$ cat config.mk
export PLATFORM = sky130hd
export DESIGN_NAME = debug_trig_seq
export DESIGN_NICKNAME = d
export VERILOG_FILES = /design/src/rtl/dts_pkg.sv /design/src/rtl/dts_datapath.sv /design/src/rtl/dts_control.sv /design/src/rtl/debug_trig_seq.sv
export SDC_FILE = /design/constraint.sdc
export NUM_CORES = 1
export LEC_CHECK = 0
export BUFFER_PORTS_ARGS = -buffer_cell sky130_fd_sc_hd__buf_4
export CORE_ASPECT_RATIO = 0.5
export CORE_UTILIZATION = 55
export DETAILED_ROUTE_END_ITERATION = 12
export GPL_TIMING_DRIVEN = 0
export PLACE_DENSITY = 0.78
export SLEW_MARGIN = 5
export SYNTH_ARGS = -nofsm -noshare
export SYNTH_HDL_FRONTEND = slang
export SYNTH_SLANG_ARGS = --single-unit
$ cat constraint.sdc
create_clock -name clk -period 2.65 [get_ports clk]
set_clock_uncertainty 0.05 [all_clocks]
set_input_delay 0.265 -clock clk [delete_from_list [all_inputs] [get_ports clk]]
set_output_delay 0.265 -clock clk [all_outputs]
set_load 0.05 [all_outputs]
$ cat src/rtl/dts_pkg.sv
package dts_pkg;
  typedef enum logic [1:0] {
    SEQ_IDLE  = 2'd0,
    SEQ_ONE   = 2'd1,
    SEQ_TWO   = 2'd2,
    SEQ_FINAL = 2'd3
  } seqState_e;

  localparam logic [1:0] ADDR_CTRL = 2'd0;
  localparam logic [1:0] ADDR_TAGM = 2'd1;
  localparam logic [1:0] ADDR_SEL1 = 2'd2;
  localparam logic [1:0] ADDR_SEL2 = 2'd3;

  localparam int CTL_ARM   = 0;
  localparam int CTL_TRIG  = 1;
  localparam int CTL_TRACE = 2;
  localparam int CTL_BKPT  = 3;
  localparam int CTL_SWI   = 4;

  // control -> datapath
  typedef struct packed {
    logic      clearPend;
    seqState_e curState;
  } seqStrb_t;

  // datapath -> control
  typedef struct packed {
    logic      armSet;
    logic      armClr;
    logic      trigHit;
    logic      tagFire;
    seqState_e tagTgt;
    logic      bndFire;
    seqState_e bndTgt;
    logic      traceOn;
    logic      bkptOn;
  } dpEvt_t;
endpackage

$ cat src/rtl/dts_datapath.sv
module dts_datapath
  import dts_pkg::*;
#(
  parameter int NUM_CMP = 4,
  parameter int CFG_W   = 8
) (
  input  logic                clk,
  input  logic                rstN,
  input  logic                wrEn,
  input  logic [1:0]          wrAddr,
  input  logic [CFG_W-1:0]    wrData,
  input  logic [NUM_CMP-1:0]  matchIn,
  input  logic [NUM_CMP-1:0]  tagHitIn,
  input  logic                instrBoundary,
  input  seqStrb_t            strb,
  output dpEvt_t              evt,
  output logic                swiMode
);
  localparam int SEL_W = 2 * NUM_CMP;

  logic             traceEnQ, bkptEnQ, swiQ;
  logic [NUM_CMP-1:0] tagModeQ;
  logic [SEL_W-1:0] sel1Q, sel2Q;
  logic             pendQ;
  seqState_e        pendTgtQ;

  logic             ctrlWr;
  logic             armedNow;
  logic [SEL_W-1:0] selNow;
  logic [NUM_CMP-1:0] tagReq, frcReq;
  logic [1:0]       cmpTgt [NUM_CMP];
  logic             anyTag, anyFrc;
  seqState_e        tagTgtSel, frcTgtSel;

  assign ctrlWr   = wrEn && (wrAddr == ADDR_CTRL);
  assign armedNow = (strb.curState == SEQ_ONE) || (strb.curState == SEQ_TWO);
  assign selNow   = (strb.curState == SEQ_TWO) ? sel2Q : sel1Q;

  for (genvar i = 0; i < NUM_CMP; i++) begin : g_cmp
    assign cmpTgt[i] = selNow[2*i +: 2];
    assign tagReq[i] = armedNow && tagModeQ[i] && tagHitIn[i] && (cmpTgt[i] != 2'd0);
    assign frcReq[i] = armedNow && !tagModeQ[i] && matchIn[i] && (cmpTgt[i] != 2'd0);
  end

  // lowest index wins: scan downward so the last hit kept is the lowest
  always_comb begin
    anyTag    = 1'b0;
    anyFrc    = 1'b0;
    tagTgtSel = SEQ_IDLE;
    frcTgtSel = SEQ_IDLE;
    for (int i = NUM_CMP - 1; i >= 0; i--) begin
      if (tagReq[i]) begin
        anyTag    = 1'b1;
        tagTgtSel = seqState_e'(cmpTgt[i]);
      end
      if (frcReq[i]) begin
        anyFrc    = 1'b1;
        frcTgtSel = seqState_e'(cmpTgt[i]);
      end
    end
  end

  always_ff @(posedge clk or negedge rstN) begin
    if (!rstN) begin
      traceEnQ <= 1'b0;
      bkptEnQ  <= 1'b0;
      swiQ     <= 1'b0;
      tagModeQ <= '0;
      sel1Q    <= '0;
      sel2Q    <= '0;
    end else if (wrEn) begin
      unique case (wrAddr)
        ADDR_CTRL: begin
          traceEnQ <= wrData[CTL_TRACE];
          bkptEnQ  <= wrData[CTL_BKPT];
          swiQ     <= wrData[CTL_SWI];
        end
        ADDR_TAGM: tagModeQ <= wrData[NUM_CMP-1:0];
        ADDR_SEL1: sel1Q    <= wrData[SEL_W-1:0];
        default:   sel2Q    <= wrData[SEL_W-1:0];
      endcase
    end
  end

  always_ff @(posedge clk or negedge rstN) begin
    if (!rstN) begin
      pendQ    <= 1'b0;
      pendTgtQ <= SEQ_IDLE;
    end else if (strb.clearPend) begin
      pendQ    <= 1'b0;
      pendTgtQ <= SEQ_IDLE;
    end else if (!pendQ && anyFrc) begin
      pendQ    <= 1'b1;
      pendTgtQ <= frcTgtSel;
    end
  end

  always_comb begin
    evt.armSet  = ctrlWr && wrData[CTL_ARM];
    evt.armClr  = ctrlWr && !wrData[CTL_ARM];
    evt.trigHit = ctrlWr && wrData[CTL_ARM] && wrData[CTL_TRIG];
    evt.tagFire = anyTag;
    evt.tagTgt  = tagTgtSel;
    evt.bndFire = armedNow && pendQ && instrBoundary;
    evt.bndTgt  = pendTgtQ;
    evt.traceOn = ctrlWr ? wrData[CTL_TRACE] : traceEnQ;
    evt.bkptOn  = ctrlWr ? wrData[CTL_BKPT]  : bkptEnQ;
  end

  assign swiMode = swiQ;
endmodule

$ cat src/rtl/dts_control.sv
module dts_control
  import dts_pkg::*;
(
  input  logic      clk,
  input  logic      rstN,
  input  dpEvt_t    evt,
  output seqStrb_t  strb,
  output seqState_e stateQ,
  output logic      traceStart,
  output logic      bkptReq
);
  seqState_e nextState;
  logic      armed;
  logic      moveEvt;
  logic      enterFinal;

  assign armed = (stateQ == SEQ_ONE) || (stateQ == SEQ_TWO);

  always_comb begin
    nextState = stateQ;
    moveEvt   = 1'b0;
    if (evt.armClr) begin
      nextState = SEQ_IDLE;
      moveEvt   = 1'b1;
    end else if (evt.trigHit) begin
      nextState = SEQ_FINAL;
      moveEvt   = 1'b1;
    end else if (evt.armSet && stateQ == SEQ_IDLE) begin
      nextState = SEQ_ONE;
    end else if (armed && evt.tagFire) begin
      nextState = evt.tagTgt;
      moveEvt   = 1'b1;
    end else if (armed && evt.bndFire) begin
      nextState = evt.bndTgt;
      moveEvt   = 1'b1;
    end
  end

  assign enterFinal     = (nextState == SEQ_FINAL) && (stateQ != SEQ_FINAL);
  assign strb.clearPend = moveEvt;
  assign strb.curState  = stateQ;

  always_ff @(posedge clk or negedge rstN) begin
    if (!rstN) begin
      stateQ     <= SEQ_IDLE;
      traceStart <= 1'b0;
      bkptReq    <= 1'b0;
    end else begin
      stateQ     <= nextState;
      traceStart <= enterFinal && evt.traceOn;
      bkptReq    <= enterFinal && evt.bkptOn;
    end
  end
endmodule

$ cat src/rtl/debug_trig_seq.sv
module debug_trig_seq
  import dts_pkg::*;
#(
  parameter int NUM_CMP = 4,
  parameter int CFG_W   = (2 * NUM_CMP > 5) ? 2 * NUM_CMP : 5
) (
  input  logic               clk,
  input  logic               rstN,
  input  logic               wrEn,
  input  logic [1:0]         wrAddr,
  input  logic [CFG_W-1:0]   wrData,
  input  logic [NUM_CMP-1:0] matchIn,
  input  logic [NUM_CMP-1:0] tagHitIn,
  input  logic               instrBoundary,
  output logic [1:0]         seqState,
  output logic               traceStart,
  output logic               bkptReq,
  output logic               bkptSwi
);
  seqStrb_t  strb;
  dpEvt_t    evt;
  seqState_e stateQ;

  dts_datapath #(.NUM_CMP(NUM_CMP), .CFG_W(CFG_W)) u_dp (
    .clk(clk), .rstN(rstN), .wrEn(wrEn), .wrAddr(wrAddr), .wrData(wrData),
    .matchIn(matchIn), .tagHitIn(tagHitIn), .instrBoundary(instrBoundary),
    .strb(strb), .evt(evt), .swiMode(bkptSwi)
  );

  dts_control u_ctl (
    .clk(clk), .rstN(rstN), .evt(evt), .strb(strb), .stateQ(stateQ),
    .traceStart(traceStart), .bkptReq(bkptReq)
  );

  assign seqState = stateQ;
endmodule

==> results of run 1 <==
## registers in the layout, indices dropped and copies added, names as in the netlist, 2 cells and up
| name | flops |
|---|---|
| u_dp.sel1Q | 8 |
| u_dp.sel2Q | 8 |
| u_dp.tagModeQ | 4 |
| u_ctl.stateQ | 2 |
| u_dp.pendTgtQ | 2 |
## cell usage after synthesis
cell,number,area share
and3b_1,1,0.0054
nor3b_2,2,0.016
buf_2,1,0.0031
buf_6,1,0.0070
o32a_1,2,0.012
inv_1,7,0.016
a221oi_1,1,0.0054
a22o_1,1,0.0054
a41oi_1,1,0.0054
o211ai_1,1,0.0047
nand3b_1,6,0.028
mux2_1,2,0.014
mux2_2,20,0.14
ha_1,3,0.023
nor3_1,4,0.012
nor2_1,12,0.028
dfrtp_1,30,0.47
nor4b_1,2,0.011
nor4_4,1,0.013
a221o_1,1,0.0062
nand3_1,8,0.025
nand2_1,5,0.012
a21oi_1,7,0.022
a311oi_1,1,0.0054
o21a_1,1,0.0047
o21ai_0,7,0.022
nor4_1,1,0.0039
or2_2,1,0.0039
o32ai_1,1,0.0054
o211a_2,1,0.0062
a211oi_1,1,0.0047
mux2i_1,4,0.025
o22ai_1,4,0.016
mux2i_2,2,0.017
o31ai_1,1,0.0047
## power breakdown
| part | switching, mW | internal [mW] | total [mW] |
|---|---|---|---|
| logic | 0.566 | 0.408 | 0.974 |
| registers | 0.0810 | 0.570 | 0.651 |
| clock network | 0.181 | 0.208 | 0.390 |
## metrics by stage
step / util / power [mW]
2_1_floorplan: - / 1.32
3_3_place_gp: 0.690 / 1.54
3_5_place_dp: 0.690 / 1.57
4_1_cts: 0.729 / 1.96
5_1_grt: 0.743 / 2.13
6_report: 0.743 / 2.01
## per-layer routing
metal  GRT usage  up-vias  wire (um)
met4      0.0694        0         23
met3      0.0705        4        138
li1            -      610          -
met2       0.439       25       1740
met1       0.356      623       1950
met5           0        -          0
## critical path, cell delays in order, from the launching register on
cell and delay (ns):
dfrtp_1 0.42, inv_1 0.10, ha_1 0.25, buf_6 0.20
mux2i_2 0.40, o22ai_1 0.20, nor4_4 0.21, nand3_1 0.12
o211a_2 0.18, nor4b_1 0.28
## cell type report
class                   instances  area [um2]  area share
inverters                       7        26.3      0.0132
plain buffers                   2        16.3     0.00816
clock inverters                 2        12.5     0.00628
well taps                      37        46.3      0.0232
clock buffers                   6        82.6      0.0414
flip-flops and latches         30         751       0.377
multi-input cells             105         853       0.428
repair buffers                 27         205       0.103
## worst min-delay path by stage
stage / endpoint / cells past startpoint / start
floorplan: u_ctl.bkptReq / 0 / rstN
global placement: u_dp.sel1Q[7] / 1 / rstN
detailed placement: u_dp.sel1Q[7] / 1 / rstN
CTS: u_dp.sel1Q[6] / 2 / wrData[6]
global route: u_dp.sel2Q[6] / 2 / wrData[6]
finish: u_dp.sel1Q[6] / 2 / wrData[6]
## cells by family after synthesis
logic type | Yosys count | share of synthesized area
AO/OA/AOI/OAI | 31 | 0.130
adder cells (fa/ha/maj) | 3 | 0.0233
buffers and inverters | 9 | 0.0264
flip-flops | 30 | 0.467
multiplexers | 28 | 0.196
AND/OR/NAND/NOR | 43 | 0.158
## cell usage in the layout (no fill, tap or decap), types with 2 or more instances in the layout
| master | netlist | final |
|---|---|---|
| o22ai_1 | 4 | 4 |
| clkbuf_8 | 0 | 6 |
| nand3b_1 | 6 | 6 |
| mux2_1 | 2 | 2 |
| inv_1 | 7 | 7 |
| o32a_1 | 2 | 2 |
| ha_1 | 3 | 3 |
| nor3_1 | 4 | 3 |
| mux2_2 | 20 | 20 |
| dfrtp_1 | 30 | 30 |
| mux2i_2 | 2 | 4 |
| nor3b_2 | 2 | 2 |
| o21ai_0 | 7 | 7 |
| buf_4 | 0 | 26 |
| nand3_1 | 8 | 8 |
| a21oi_1 | 7 | 7 |
| nand2_1 | 5 | 5 |
| nor2_1 | 12 | 12 |
## timing repair
action                                  4_1_cts  5_1_grt
endpoints found under the setup margin        0        5
gates resized for setup                       0        7
buffers inserted                              0        0
hold buffers                                  1        0
hold endpoints to repair                     30        0
==> summary.md, run 1 <==
The number of placed instances, taps included came out at 207. In this run the clock root is driven by a clkbuf_8. Clock tree synthesis found a total of 30 sinks.

The clock network latency to the later pin of the worst-skew pair came out at 0.28 ns. The run finished with clean final reports. The highest fanout seen on the critical path was 10.

The floorplan step defined a die boundary enclosing 3160 um2. For the final weighted congestion of routability-driven global placement, the log shows 0.898. For the number of diodes added for antenna fixing, the log shows 0. In this run the worst hold path is classified as input pin to register.

Timing would allow up to 395 MHz. For this design the static power due to leakage is 0.857 nW. After floorplanning, the core was divided into 13 placement rows. At the worst endpoint, the arrival time is 2.65 ns.

The critical path ends at u_ctl.bkptReq. The number of max-capacitance violations reported was 0. Average routed wire per standard cell: 17.8 um. Worst flop-to-flop path startpoint: u_ctl.stateQ[0]. Summed over all failing endpoints, the final setup total negative slack is 0 ns. The number of cells on the worst reg-to-reg path is 9.

The largest buffer count on any clock path was 2. In this run the tool buffered the top-level ports with 26 buffer cells. The type of the setup path with the least slack was register to register. The tools report the total cell area at the placement stage as 1850 um2.

The share of the cycle needed by the critical path after routing came out at 0.955. The detailed placer's ending HPWL is 2870 um, and the setup slack after placement is 0.0950 ns. The average instance in the mapped netlist occupies 11.2 um2. Fill cells in the final layout number 181.

The maximum level of the CTS H-tree was 2; the post-route DRC violation count was 0. For this block, the initial DRC count from the detailed router was 74. The sequential element share of the synthesized area was 0.467.

Global-route wire length before repair: 5710 um. The final route contains 1,262 vias. The run gives 0 as the number of antenna violations at the first check in global routing. The slew of the pin with the lowest slew margin came out at 0.680 ns. For the final cell count without fillers, the log shows 216. The fraction of final layout cells with drive strength greater than 1 works out to 0.385. The tools report the total global-route track usage as 0.265. The tools report the post-route standard cell area excluding fillers as 1990 um2. Clock-pin slew was measured on the worst setup and hold paths at 0.07 ns. Minimum clock period after layout: 2.53 ns.

The logs give 0 for the antenna violation net count after detailed routing and 4 for the first-pass iteration count of the detailed router. The number of global-route vias before repair was 1,168; the number of top-level pins was 27. The vertical extent of the die was 40.2 um. The flop-to-flop setup slack was 0.12 ns. The max-slew violation count was 0.

TritonCTS built the clock tree. The worst setup path is launched from a register. Relative to the synthesized area, the layout overhead comes to 23.9%.

For this run, the post-layout net count is 203. The tools report the origin of the worst setup path as u_ctl.stateQ[0]. The number of setup violations in the final report was 0; the number of synthesis warnings was 0.

The run gives 0.545 as the relative slew slack. In this run the critical register-to-register path is captured at u_ctl.bkptReq. Setup repair after global routing left no endpoint under its margin. Summed over all layers, the routed wires come to 3850 um.

The number of nets in the synthesized netlist is 169. Once routing completed, OpenROAD measured the worst setup slack at 0.121 ns. For the worst setup path, the data required time is 2.77 ns. The synthesized netlist occupies a cell area of 1610 um2. For the total grt overflow, the log shows 0.

Entering global routing, the biggest net connects 31 pins. After synthesis the netlist holds a flip-flop and latch count of 30. The core region is 2680 um2.

Synthesis instantiated 35 different standard cells from the library. The cell count after synthesis came out at 144. Using the TritonRoute via totals, the vias-per-cell ratio works out to 5.84.

The run gives 0 as the final count of hold timing violations. For the number of buffers created by CTS, the log shows 5. The starting utilization of the core area came out at 0.600.

Final hold analysis gives a worst-case slack of 0.177 ns. STA classifies the critical path endpoint as a register. Measured along the x axis, the die boundary spans 78.5 um. For this design the ratio of total power to cell area is 1010 nW/um2. The tools report the largest vdd supply drop as 554 uV.
Note: power is estimated with default switching activity, not from simulation.
==> run 2: changes to the inputs <==
--- a/config.mk
+++ b/config.mk
@@ -6,11 +6,14 @@
 export NUM_CORES = 1
 export LEC_CHECK = 0
 export BUFFER_PORTS_ARGS = -buffer_cell sky130_fd_sc_hd__buf_4
+export CELL_PAD_IN_SITES_DETAIL_PLACEMENT = 1
+export CELL_PAD_IN_SITES_GLOBAL_PLACEMENT = 1
 export CORE_ASPECT_RATIO = 0.5
-export CORE_UTILIZATION = 55
+export CORE_MARGIN = 8
+export CORE_UTILIZATION = 43
 export DETAILED_ROUTE_END_ITERATION = 12
 export GPL_TIMING_DRIVEN = 0
-export PLACE_DENSITY = 0.78
+export PLACE_DENSITY_LB_ADDON = 0.1
 export SLEW_MARGIN = 5
 export SYNTH_ARGS = -nofsm -noshare
 export SYNTH_HDL_FRONTEND = slang
==> summary.md, run 2 (synthesis results as in run 1) <==
The via count normalized by instance count is 5.90, and the maximum number of pins on one net before global-route repair is 31. In this run, the number of DRC markers left after iteration 0 of detailed routing was 44. VDD sags by at most 486 uV. The die is 103 um wide. The type of element launching the critical path was a register. After detailed routing, the total wire length is 4600 um. The area growth from synthesis to layout was 26.1%. The number of global-route vias before repair is 1,369. Once detail routing completed, the nets flagged for antenna violations numbered 0. The top cell types in the final layout, fill and taps aside, are dfrtp_1 (30), buf_4 (26), mux2_2 (20). The number of clock sinks came out at 30. Buffer cell driving the clock tree root: clkbuf_8. The starting utilization of the core area came out at 0.458. Summed over all nets, the half-perimeter wirelength after detailed placement is 3330 um. Overall power consumption after layout is estimated at 2.08 mW. The finished cells cover 2030 um2.

Along the worst path, the maximum fanout reaches 10. Before antenna repair, the detailed router went through 4 iterations. The post-route DRC violation count came out at 0. The critical path is of the register to register type. Arrival time at the worst endpoint: 2.67 ns.

The number of buffers created by CTS was 5. The logs give 0.535 for the relative slew slack and 15 for the number of standard-cell rows in the floorplan. The count of buffers added by post-CTS timing repair for setup was 0. At the end of the flow, the number of nets in the layout was 203. The number of antenna violations at the first check in global routing was 0; the number of setup violations in the final report was 0. The later pin in the worst-skew pair is clocked with a latency of 0.29 ns. The first global-routing pass estimated 7130 um of wire.

For the pin with the worst max-slew slack, the measured transition is 0.694 ns. The share of the cycle needed by the critical path after routing came out at 0.959. In this run the worst hold path is classified as input pin to register. At the worst endpoint, the required time is 2.78 ns. Detailed routing inserted a total of 1,356 vias. 27 I/O pins were placed. STA classifies the critical path endpoint as a register. The average routed wire per standard cell came out at 20.0 um. After floorplanning, the core was sized to cover 3510 um2.

The number of filler instances in the final layout is 389, and the die area is 6070 um2. The quantity of I/O buffers inserted on ports works out to 26. TritonCTS built the clock tree.

The clock passes through at most 2 buffers. The analysis attributes to cell leakage a power of 0.858 nW. The flow ran to the end, and the final reports show no timing, DRC or antenna violations.

The tools report the total global-route track usage as 0.160. The cell area power density came out at 1020 nW/um2. The total grt overflow came out at 0. The logs give 0 for the max-slew violation count and 0 for the number of diodes added for antenna fixing.

The worst path in the final design needs a cycle of 2.54 ns, including I/O delays and setup. At the end of routability-driven placement, the weighted congestion stood at 0.816. The clock slew seen by the registers of the worst setup and hold paths works out to 0.07 ns. Setup repair after global routing could not meet its margin everywhere. The largest registers in the layout are u_dp.sel1Q: 8 flops, u_dp.sel2Q: 8 flops, u_dp.tagModeQ: 4 flops.

The final count of hold timing violations was 0; the fraction of final layout cells with drive strength greater than 1 was 0.385. Commonest non-fill, non-tap cell in the layout: dfrtp_1. The tools report the highest clock rate as 393 MHz.

In this run the vertical extent of the chip is 59.3 um. Summing all placed instances gives a cell area of 1870 um2. The tool flagged a number of max-cap violations equal to 0. In this run the number of H-tree levels came out at 2.
run 2: where the power goes:
group | switching, mW | total [mW] | leakage, nW | internal, mW
Clock | 0.192 | 0.400 | 0.0472 | 0.209
Combinational | 0.593 | 1.02 | 0.446 | 0.425
Sequential | 0.0883 | 0.658 | 0.365 | 0.570
Total | 0.873 | 2.08 | 0.858 | 1.20
run 2: metal layers:
| metal | GRT usage | routed length [um] |
|---|---|---|
| met4 | 0.0661 | 91 |
| met5 | 0 | 0 |
| met1 | 0.214 | 2170 |
| met3 | 0.0527 | 238 |
| met2 | 0.229 | 2090 |
run 2: worst max-delay path: stages, from the launching register on:
cell	delay, ns
dfrtp_1	0.40
inv_1	0.08
ha_1	0.25
buf_6	0.18
nor3_1	0.38
nor3_2	0.14
nor4_4	0.37
nand3_1	0.11
o211a_2	0.17
nor4b_1	0.28
run 2: final cells by class:
type | instances | area (um2) | share of cell area
Inverter | 7 | 26.3 | 0.0130
Sequential cell | 30 | 751 | 0.370
Buffer | 2 | 16.3 | 0.00802
Multi-Input combinational cell | 105 | 871 | 0.429
Clock inverter | 2 | 12.5 | 0.00617
Clock buffer | 6 | 82.6 | 0.0407
Timing Repair Buffer | 27 | 205 | 0.101
Tap cell | 51 | 63.8 | 0.0315
run 2: per-stage QoR:
| stage | worst slack, ns | setup TNS (ns) | instances | hold slack, ns | utilization |
|---|---|---|---|---|---|
| 6_report | 0.109 | 0 | 230 | 0.165 | 0.578 |
| 2_1_floorplan | 0.156 | 0 | 144 | -0.0806 | - |
| 5_1_grt | -0.0865 | -0.0865 | 230 | 0.162 | 0.578 |
| 4_1_cts | 0.0190 | 0 | 230 | 0.160 | 0.563 |
| 3_5_place_dp | -0.0169 | -0.0169 | 221 | 0.173 | 0.532 |
| 3_3_place_gp | 0.0807 | 0 | 221 | 0.166 | 0.532 |
run 2: worst paths after layout:
path,from,to,slack [ns],depth (start not counted)
hold / removal,wrData[6],u_dp.sel1Q[6],0.16,2
min in group asynchronous,rstN,u_dp.sel1Q[0],0.39,2
setup reg to reg,u_ctl.stateQ[0],u_ctl.bkptReq,0.11,9
max in group asynchronous,rstN,u_dp.tagModeQ[0],1.87,2
setup / recovery,u_ctl.stateQ[0],u_ctl.bkptReq,0.11,9
hold reg to reg,u_dp.traceEnQ,u_dp.traceEnQ,0.46,1
run 2: timing repair:
item | CTS | global route
hold buffers | 1 | 0
setup endpoints to repair | 1 | 5
resized for setup | 1 | 8
hold endpoints to repair | 30 | 0
